==> src/rtl/cachemdl_pkg.sv <==
package cachemdl_pkg;

  typedef enum logic [1:0] {
    ST_IDLE   = 2'd0,
    ST_FIRST  = 2'd1,
    ST_SECOND = 2'd2
  } ctrlState_e;

  // Strobes from control to datapath for one cycle.
  typedef struct packed {
    logic capture;    // latch the incoming request
    logic lookup;     // look up and update one set
    logic useSecond;  // the lookup targets the second set
    logic finish;     // emit a hit/miss response
    logic reject;     // emit an error response
  } ctrlStrobe_t;

endpackage

==> src/rtl/cache_setupd.sv <==
// Recency-ordered update of one set: position 0 holds the MRU tag.
module cache_setupd #(
  parameter int WAYS  = 2,
  parameter int TAG_W = 26
) (
  input  logic [WAYS-1:0][TAG_W-1:0] rowIn,
  input  logic [TAG_W-1:0]           tagIn,
  output logic [WAYS-1:0][TAG_W-1:0] rowOut,
  output logic                       hit
);
  localparam int WAY_W = (WAYS > 1) ? $clog2(WAYS) : 1;

  logic [WAYS-1:0]  match;
  logic [WAY_W-1:0] stopPos;

  for (genvar g = 0; g < WAYS; g++) begin : g_match
    assign match[g] = (rowIn[g] == tagIn);
  end

  // Lowest matching position wins; on a miss the whole set shifts.
  always_comb begin
    hit     = |match;
    stopPos = WAY_W'(WAYS - 1);
    for (int i = WAYS - 1; i >= 0; i--) begin
      if (match[i]) stopPos = WAY_W'(i);
    end
  end

  for (genvar g = 0; g < WAYS; g++) begin : g_shift
    if (g == 0) begin : g_front
      assign rowOut[0] = tagIn;
    end else begin : g_rest
      assign rowOut[g] = (WAY_W'(g) <= stopPos) ? rowIn[g-1] : rowIn[g];
    end
  end

endmodule

==> src/rtl/cache_ctrl.sv <==
module cache_ctrl
  import cachemdl_pkg::*;
(
  input  logic        clk,
  input  logic        rstN,
  input  logic        reqValid,
  input  logic        straddleQ,
  input  logic        errQ,
  output logic        reqReady,
  output ctrlStrobe_t strobe
);
  ctrlState_e state, stateNext;

  always_comb begin
    stateNext = state;
    strobe    = '0;
    reqReady  = (state == ST_IDLE);
    case (state)
      ST_IDLE: begin
        if (reqValid) begin
          strobe.capture = 1'b1;
          stateNext      = ST_FIRST;
        end
      end
      ST_FIRST: begin
        if (errQ) begin
          strobe.reject = 1'b1;
          stateNext     = ST_IDLE;
        end else begin
          strobe.lookup = 1'b1;
          if (straddleQ) begin
            stateNext = ST_SECOND;
          end else begin
            strobe.finish = 1'b1;
            stateNext     = ST_IDLE;
          end
        end
      end
      ST_SECOND: begin
        strobe.lookup    = 1'b1;
        strobe.useSecond = 1'b1;
        strobe.finish    = 1'b1;
        stateNext        = ST_IDLE;
      end
      default: stateNext = ST_IDLE;
    endcase
  end

  always_ff @(posedge clk) begin
    if (!rstN) state <= ST_IDLE;
    else       state <= stateNext;
  end

endmodule

==> src/rtl/cache_datapath.sv <==
module cache_datapath
  import cachemdl_pkg::*;
#(
  parameter int ADDR_W      = 32,
  parameter int CACHE_BYTES = 128,
  parameter int WAYS        = 2,
  parameter int LINE_BYTES  = 8,
  parameter int MAX_SIZE    = 16,
  parameter int SIZE_W      = 5,
  parameter int CNT_W       = 32
) (
  input  logic              clk,
  input  logic              rstN,
  input  ctrlStrobe_t       strobe,
  input  logic [ADDR_W-1:0] reqAddr,
  input  logic [SIZE_W-1:0] reqSize,
  output logic              straddleQ,
  output logic              errQ,
  output logic              rspValid,
  output logic              rspHit,
  output logic              rspMiss,
  output logic              rspErr,
  output logic [CNT_W-1:0]  accessCount,
  output logic [CNT_W-1:0]  missCount
);
  localparam int SETS      = CACHE_BYTES / LINE_BYTES / WAYS;
  localparam int OFF_W     = $clog2(LINE_BYTES);
  localparam int SET_BITS  = $clog2(SETS);
  localparam int SET_W     = (SETS > 1) ? SET_BITS : 1;
  localparam int TAG_SHIFT = OFF_W + SET_BITS;
  localparam int TAG_W     = ADDR_W - TAG_SHIFT;

  // Decode of the incoming request.
  logic [ADDR_W-1:0] lastAddr, firstLine, lastLine;
  logic [SET_W-1:0]  firstSet, lastSet, nextSet;
  logic [TAG_W-1:0]  inTag;
  logic              sizeBad, spanOne, spanNext;

  assign lastAddr  = reqAddr + ADDR_W'(reqSize) - ADDR_W'(1);
  assign firstLine = reqAddr >> OFF_W;
  assign lastLine  = lastAddr >> OFF_W;
  assign firstSet  = SET_W'(firstLine & ADDR_W'(SETS - 1));
  assign lastSet   = SET_W'(lastLine & ADDR_W'(SETS - 1));
  assign nextSet   = (SETS == 1) ? '0 : SET_W'(firstSet + 1'b1);
  assign inTag     = TAG_W'(reqAddr >> TAG_SHIFT);
  assign sizeBad   = (reqSize == '0) || (int'(reqSize) > MAX_SIZE);
  assign spanOne   = (lastSet == firstSet);
  assign spanNext  = !spanOne && (lastSet == nextSet);

  // Latched request.
  logic [SET_W-1:0] set1Q, set2Q;
  logic [TAG_W-1:0] tagQ;

  always_ff @(posedge clk) begin
    if (!rstN) begin
      set1Q     <= '0;
      set2Q     <= '0;
      tagQ      <= '0;
      straddleQ <= 1'b0;
      errQ      <= 1'b0;
    end else if (strobe.capture) begin
      set1Q     <= firstSet;
      set2Q     <= lastSet;
      tagQ      <= inTag;
      straddleQ <= spanNext;
      errQ      <= sizeBad || !(spanOne || spanNext);
    end
  end

  // Tag store and lookup.
  logic [WAYS-1:0][TAG_W-1:0] tagMem [SETS];
  logic [WAYS-1:0][TAG_W-1:0] rowCur, rowNew;
  logic [SET_W-1:0]           curSet;
  logic                       curHit, missAcc, finalMiss;

  assign curSet = strobe.useSecond ? set2Q : set1Q;
  assign rowCur = tagMem[curSet];

  cache_setupd #(.WAYS(WAYS), .TAG_W(TAG_W)) u_setupd (
    .rowIn  (rowCur),
    .tagIn  (tagQ),
    .rowOut (rowNew),
    .hit    (curHit)
  );

  assign finalMiss = !curHit || (strobe.useSecond && missAcc);

  always_ff @(posedge clk) begin
    if (!rstN) begin
      for (int s = 0; s < SETS; s++) tagMem[s] <= '0;
    end else if (strobe.lookup) begin
      tagMem[curSet] <= rowNew;
    end
  end

  always_ff @(posedge clk) begin
    if (!rstN)              missAcc <= 1'b0;
    else if (strobe.lookup) missAcc <= finalMiss;
  end

  // Response pulse and running counters.
  always_ff @(posedge clk) begin
    if (!rstN) begin
      rspValid    <= 1'b0;
      rspHit      <= 1'b0;
      rspMiss     <= 1'b0;
      rspErr      <= 1'b0;
      accessCount <= '0;
      missCount   <= '0;
    end else begin
      rspValid <= strobe.finish || strobe.reject;
      rspHit   <= strobe.finish && !finalMiss;
      rspMiss  <= strobe.finish && finalMiss;
      rspErr   <= strobe.reject;
      if (strobe.finish) begin
        accessCount <= accessCount + CNT_W'(1);
        if (finalMiss) missCount <= missCount + CNT_W'(1);
      end
    end
  end

endmodule

==> src/rtl/cache_hitmodel.sv <==
module cache_hitmodel
  import cachemdl_pkg::*;
#(
  parameter int ADDR_W      = 32,
  parameter int CACHE_BYTES = 128,
  parameter int WAYS        = 2,
  parameter int LINE_BYTES  = 8,
  parameter int MAX_SIZE    = 16,
  parameter int SIZE_W      = 5,
  parameter int CNT_W       = 32
) (
  input  logic              clk,
  input  logic              rstN,
  input  logic              reqValid,
  output logic              reqReady,
  input  logic [ADDR_W-1:0] reqAddr,
  input  logic [SIZE_W-1:0] reqSize,
  output logic              rspValid,
  output logic              rspHit,
  output logic              rspMiss,
  output logic              rspErr,
  output logic [CNT_W-1:0]  accessCount,
  output logic [CNT_W-1:0]  missCount
);
  ctrlStrobe_t strobe;
  logic        straddleQ, errQ;

  cache_ctrl u_ctrl (
    .clk       (clk),
    .rstN      (rstN),
    .reqValid  (reqValid),
    .straddleQ (straddleQ),
    .errQ      (errQ),
    .reqReady  (reqReady),
    .strobe    (strobe)
  );

  cache_datapath #(
    .ADDR_W      (ADDR_W),
    .CACHE_BYTES (CACHE_BYTES),
    .WAYS        (WAYS),
    .LINE_BYTES  (LINE_BYTES),
    .MAX_SIZE    (MAX_SIZE),
    .SIZE_W      (SIZE_W),
    .CNT_W       (CNT_W)
  ) u_dp (
    .clk         (clk),
    .rstN        (rstN),
    .strobe      (strobe),
    .reqAddr     (reqAddr),
    .reqSize     (reqSize),
    .straddleQ   (straddleQ),
    .errQ        (errQ),
    .rspValid    (rspValid),
    .rspHit      (rspHit),
    .rspMiss     (rspMiss),
    .rspErr      (rspErr),
    .accessCount (accessCount),
    .missCount   (missCount)
  );

endmodule

==> config.mk <==
export PLATFORM = sky130hd
export DESIGN_NAME = cache_hitmodel
export DESIGN_NICKNAME = d
export VERILOG_FILES = /design/src/rtl/cachemdl_pkg.sv /design/src/rtl/cache_setupd.sv /design/src/rtl/cache_ctrl.sv /design/src/rtl/cache_datapath.sv /design/src/rtl/cache_hitmodel.sv
export SDC_FILE = /design/constraint.sdc
export NUM_CORES = 1
export LEC_CHECK = 0
export BUFFER_PORTS_ARGS = -buffer_cell sky130_fd_sc_hd__buf_2
export CORE_ASPECT_RATIO = 1.4
export CORE_MARGIN = 10
export CORE_UTILIZATION = 30
export CTS_CLUSTER_SIZE = 20
export DETAILED_ROUTE_END_ITERATION = 10
export PLACE_DENSITY = 0.42
export SYNTH_ARGS = -nofsm -noshare
export SYNTH_HDL_FRONTEND = slang
export SYNTH_SLANG_ARGS = --single-unit
==> constraint.sdc <==
create_clock -name clk -period 7.6 [get_ports clk]
set_clock_uncertainty 0.05 [all_clocks]
set_input_delay 0 -clock clk [delete_from_list [all_inputs] [get_ports clk]]
set_output_delay 0 -clock clk [all_outputs]
set_load 0.02 [all_outputs]
==> metrics.txt <==
outcome completed; Die Span X 261 um; H-tree levels 2; Final period util 81.1%; CTS tree done; FMAX 162 MHz; crit path time final 6.16 ns; clock power share 43.1%; post-synth top area share 51.1%; count leader, synth edfxtp_1; clk buf depth 3; Initial Util 30.3%; RSZ-0062 raised after global routing no; synthesized cell area 24400 um2; post-synthesis sequential area ratio 59.7%; PortBufs 108; DRC Markers 0; CP Capture Type flop; FF+latch count, synth 521; Power Dens Cells 241 nW/um2; Sw Ratio 25.2%; DRT iter0 DRCs 1155; dominant cell type by area after synthesis edfxtp_1; vias 17.6k; Max IR drop VDD 0.144 mV; worst-path maximum fanout 21; most frequent CP cell buf_4; average size of a mapped cell 11.0 um2; Max-slew headroom 29.5%; largest net degree at the start of global routing 91; Hold Vio Cnt, Final 0; global-route wire length before repair 120000 um; cts repair resizes 0; total leakage power 10.8 nW; Netlist cell types 60; CP Class reg -> reg; antenna violations before repair 0; synth warn 0; Detail Route Antenna Nets 0; synthesized instance count 2218; hpwl dp 46000 um; Setup-failing EPs final 0; Critical path buffers and inverters 3; clock root buffer clkbuf_16; GPL Wtd Cong 0.738; ys async rst share 0%; placed insts 3257; setup_tns 0 ns; post-route insts no fill 3397; Power Internal 5.10 mW; fill count 8126; switching power 1.72 mW; Slew Viols, Final 0; Comb power frac 9.6%; CP top delay family simple AND/OR/NAND/NOR gates; Post-synth EDFFs 416; max-cap violations 0; WP data required 7.89 ns; GR Overflow Total 0; Tot Pwr 6.82 mW; IO Pins 109; CTS Sinks 521; type of the most critical hold path in -> reg; Seq pwr share 47.3%; setup bufs post-CTS 0; Core ar. 80600 um2; CTS Buf Count 56; post-DR wirelength/cell 24.0 um; die area 93400 um2; Slew @ Worst Pin 1.06 ns; synth cell count leaders edfxtp_1, nand2_1, nor2_1, and3_1, mux2i_1; Pre-antenna DRT Iters 5; Synth area leaders edfxtp_1, dfxtp_1, and3_1, nand2_1, mux2i_1; CP Launch Type flop; layout cell share with drive strength beyond 1 12.9%; Worst-path clk slew 0.06 ns; Critical Path Slowest Stage Cell or4_1; Final Worst Setup Slack 1.44 ns; Mapped Nets 2271; standard-cell row count 123; Clock Latency Late Sink 0.62 ns; max incr delay on CP 0.98 ns; Chip Height 358 um; nets@finish 2341; final wirelength 81400 um; vias in the first global route 18.1k; Hold Slack 0.0362 ns; Setup WS pre-CTS 1.45 ns; Synth-to-Final Area Change 15.9%; multi-input combinational cell area 9050 um2; crit-path cells inv_1, ha_1, mux2i_4, buf_4, buf_4, nand2_1, a32o_1, o21ai_0, nor4b_1, nand4_1, or4_1, nand3_1, o31a_1, nor2_1; routed vias/inst 5.19; Post-synth top flop edfxtp_1; Seq. cell area 14600 um2; Critical Path AT 6.46 ns; GRT Total Usage 17.2%
[logic make-up after synthesis]
kind of cell,Yosys count,share of synthesized area [%]
AOI/OAI and AO/OA,250,8.40
xor gates and xnor gates,51,1.83
adders and majority gates,13,0.666
buffers and inverters,208,3.81
DFF,521,59.7
muxes,120,4.94
and+or+nand+nor,1055,20.6
[worst reg2reg max path, cell delays in order (launching register included)]
cell and delay (ns):
dfxtp_1 0.32, inv_1 0.09, ha_1 0.69, mux2i_4 0.95
buf_4 0.35, buf_4 0.25, nand2_1 0.08, a32o_1 0.31
o21ai_0 0.20, nor4b_1 0.54, nand4_1 0.34, or4_1 0.98
nand3_1 0.30, o31a_1 0.34, nor2_1 0.08
[sequential cells by signal, summed over array words and instances (netlist names)]
signal            flops
u_dp.tagMem         416
u_dp.accessCount     32
u_dp.missCount       32
u_dp.tagQ            26
u_dp.set1Q            3
u_dp.set2Q            3
u_ctrl.state          2
u_dp.errQ             1
u_dp.missAcc          1
u_dp.rspErr           1
u_dp.rspHit           1
u_dp.rspMiss          1
u_dp.rspValid         1
u_dp.straddleQ        1
[worst paths after layout]
path / slack (ns) / end / cells after the start / startpoint
hold reg to reg: 0.42 / u_dp.missCount[26] / 2 / u_dp.missCount[26]
setup reg to reg: 1.44 / u_dp.tagMem[1][45] / 14 / u_ctrl.state[0]
setup / recovery: 1.44 / u_dp.tagMem[1][45] / 14 / u_ctrl.state[0]
hold / removal: 0.04 / u_ctrl.state[0] / 3 / rstN
[layout by cell type, fill, tap and decap left out, drive strengths merged, types with 50 or more instances in the layout]
cell type  instances
and3             229
clkbuf            71
nand2            348
a32o              56
nor2             272
nand3             50
mux2i            119
dfxtp            105
buf              152
edfxtp           416
[per-stage QoR]
stage	cell area, um2	util [%]
after global placement	26000	32.3
after global routing	28300	35.1
final	28300	35.1
after detailed placement	26000	32.3
after floorplan	24400	-
after CTS	28300	35.1
[area by class of cell]
type,instances,share of cell area (%)
Multi-Input combinational cell,1489,32.0
Clock buffer,71,5.47
Timing Repair Buffer,187,4.49
Antenna cell,1,0.00884
Clock inverter,33,1.38
Inverter,33,0.442
Tap cell,1062,4.69
Sequential cell,521,51.5
[power by group through the flow]
stage                     Sequential (mW)  Clock (mW)  Combinational (mW)
after floorplan                      3.25           0               0.430
after global placement               3.28           0               0.647
after detailed placement             3.28           0               0.651
after CTS                            3.22        3.01               0.668
after global routing                 3.23        3.11               0.716
final                                3.22        2.94               0.655
[metal layers]
metal  vias to the layer above  part of all wire, %  GRT usage (%)
met5                         -                    0              0
met4                         0                  2.0           4.16
met3                        90                  4.4           2.43
met2                       417                   51           31.1
met1                      8906                   42           21.1
li1                       8201                    -              -
[timing repair]
action	in CTS	in global routing
hold endpoints to repair	35	0
endpoints found under the setup margin	0	0
hold buffers	35	0
Power figures use the tool's default switching activity.
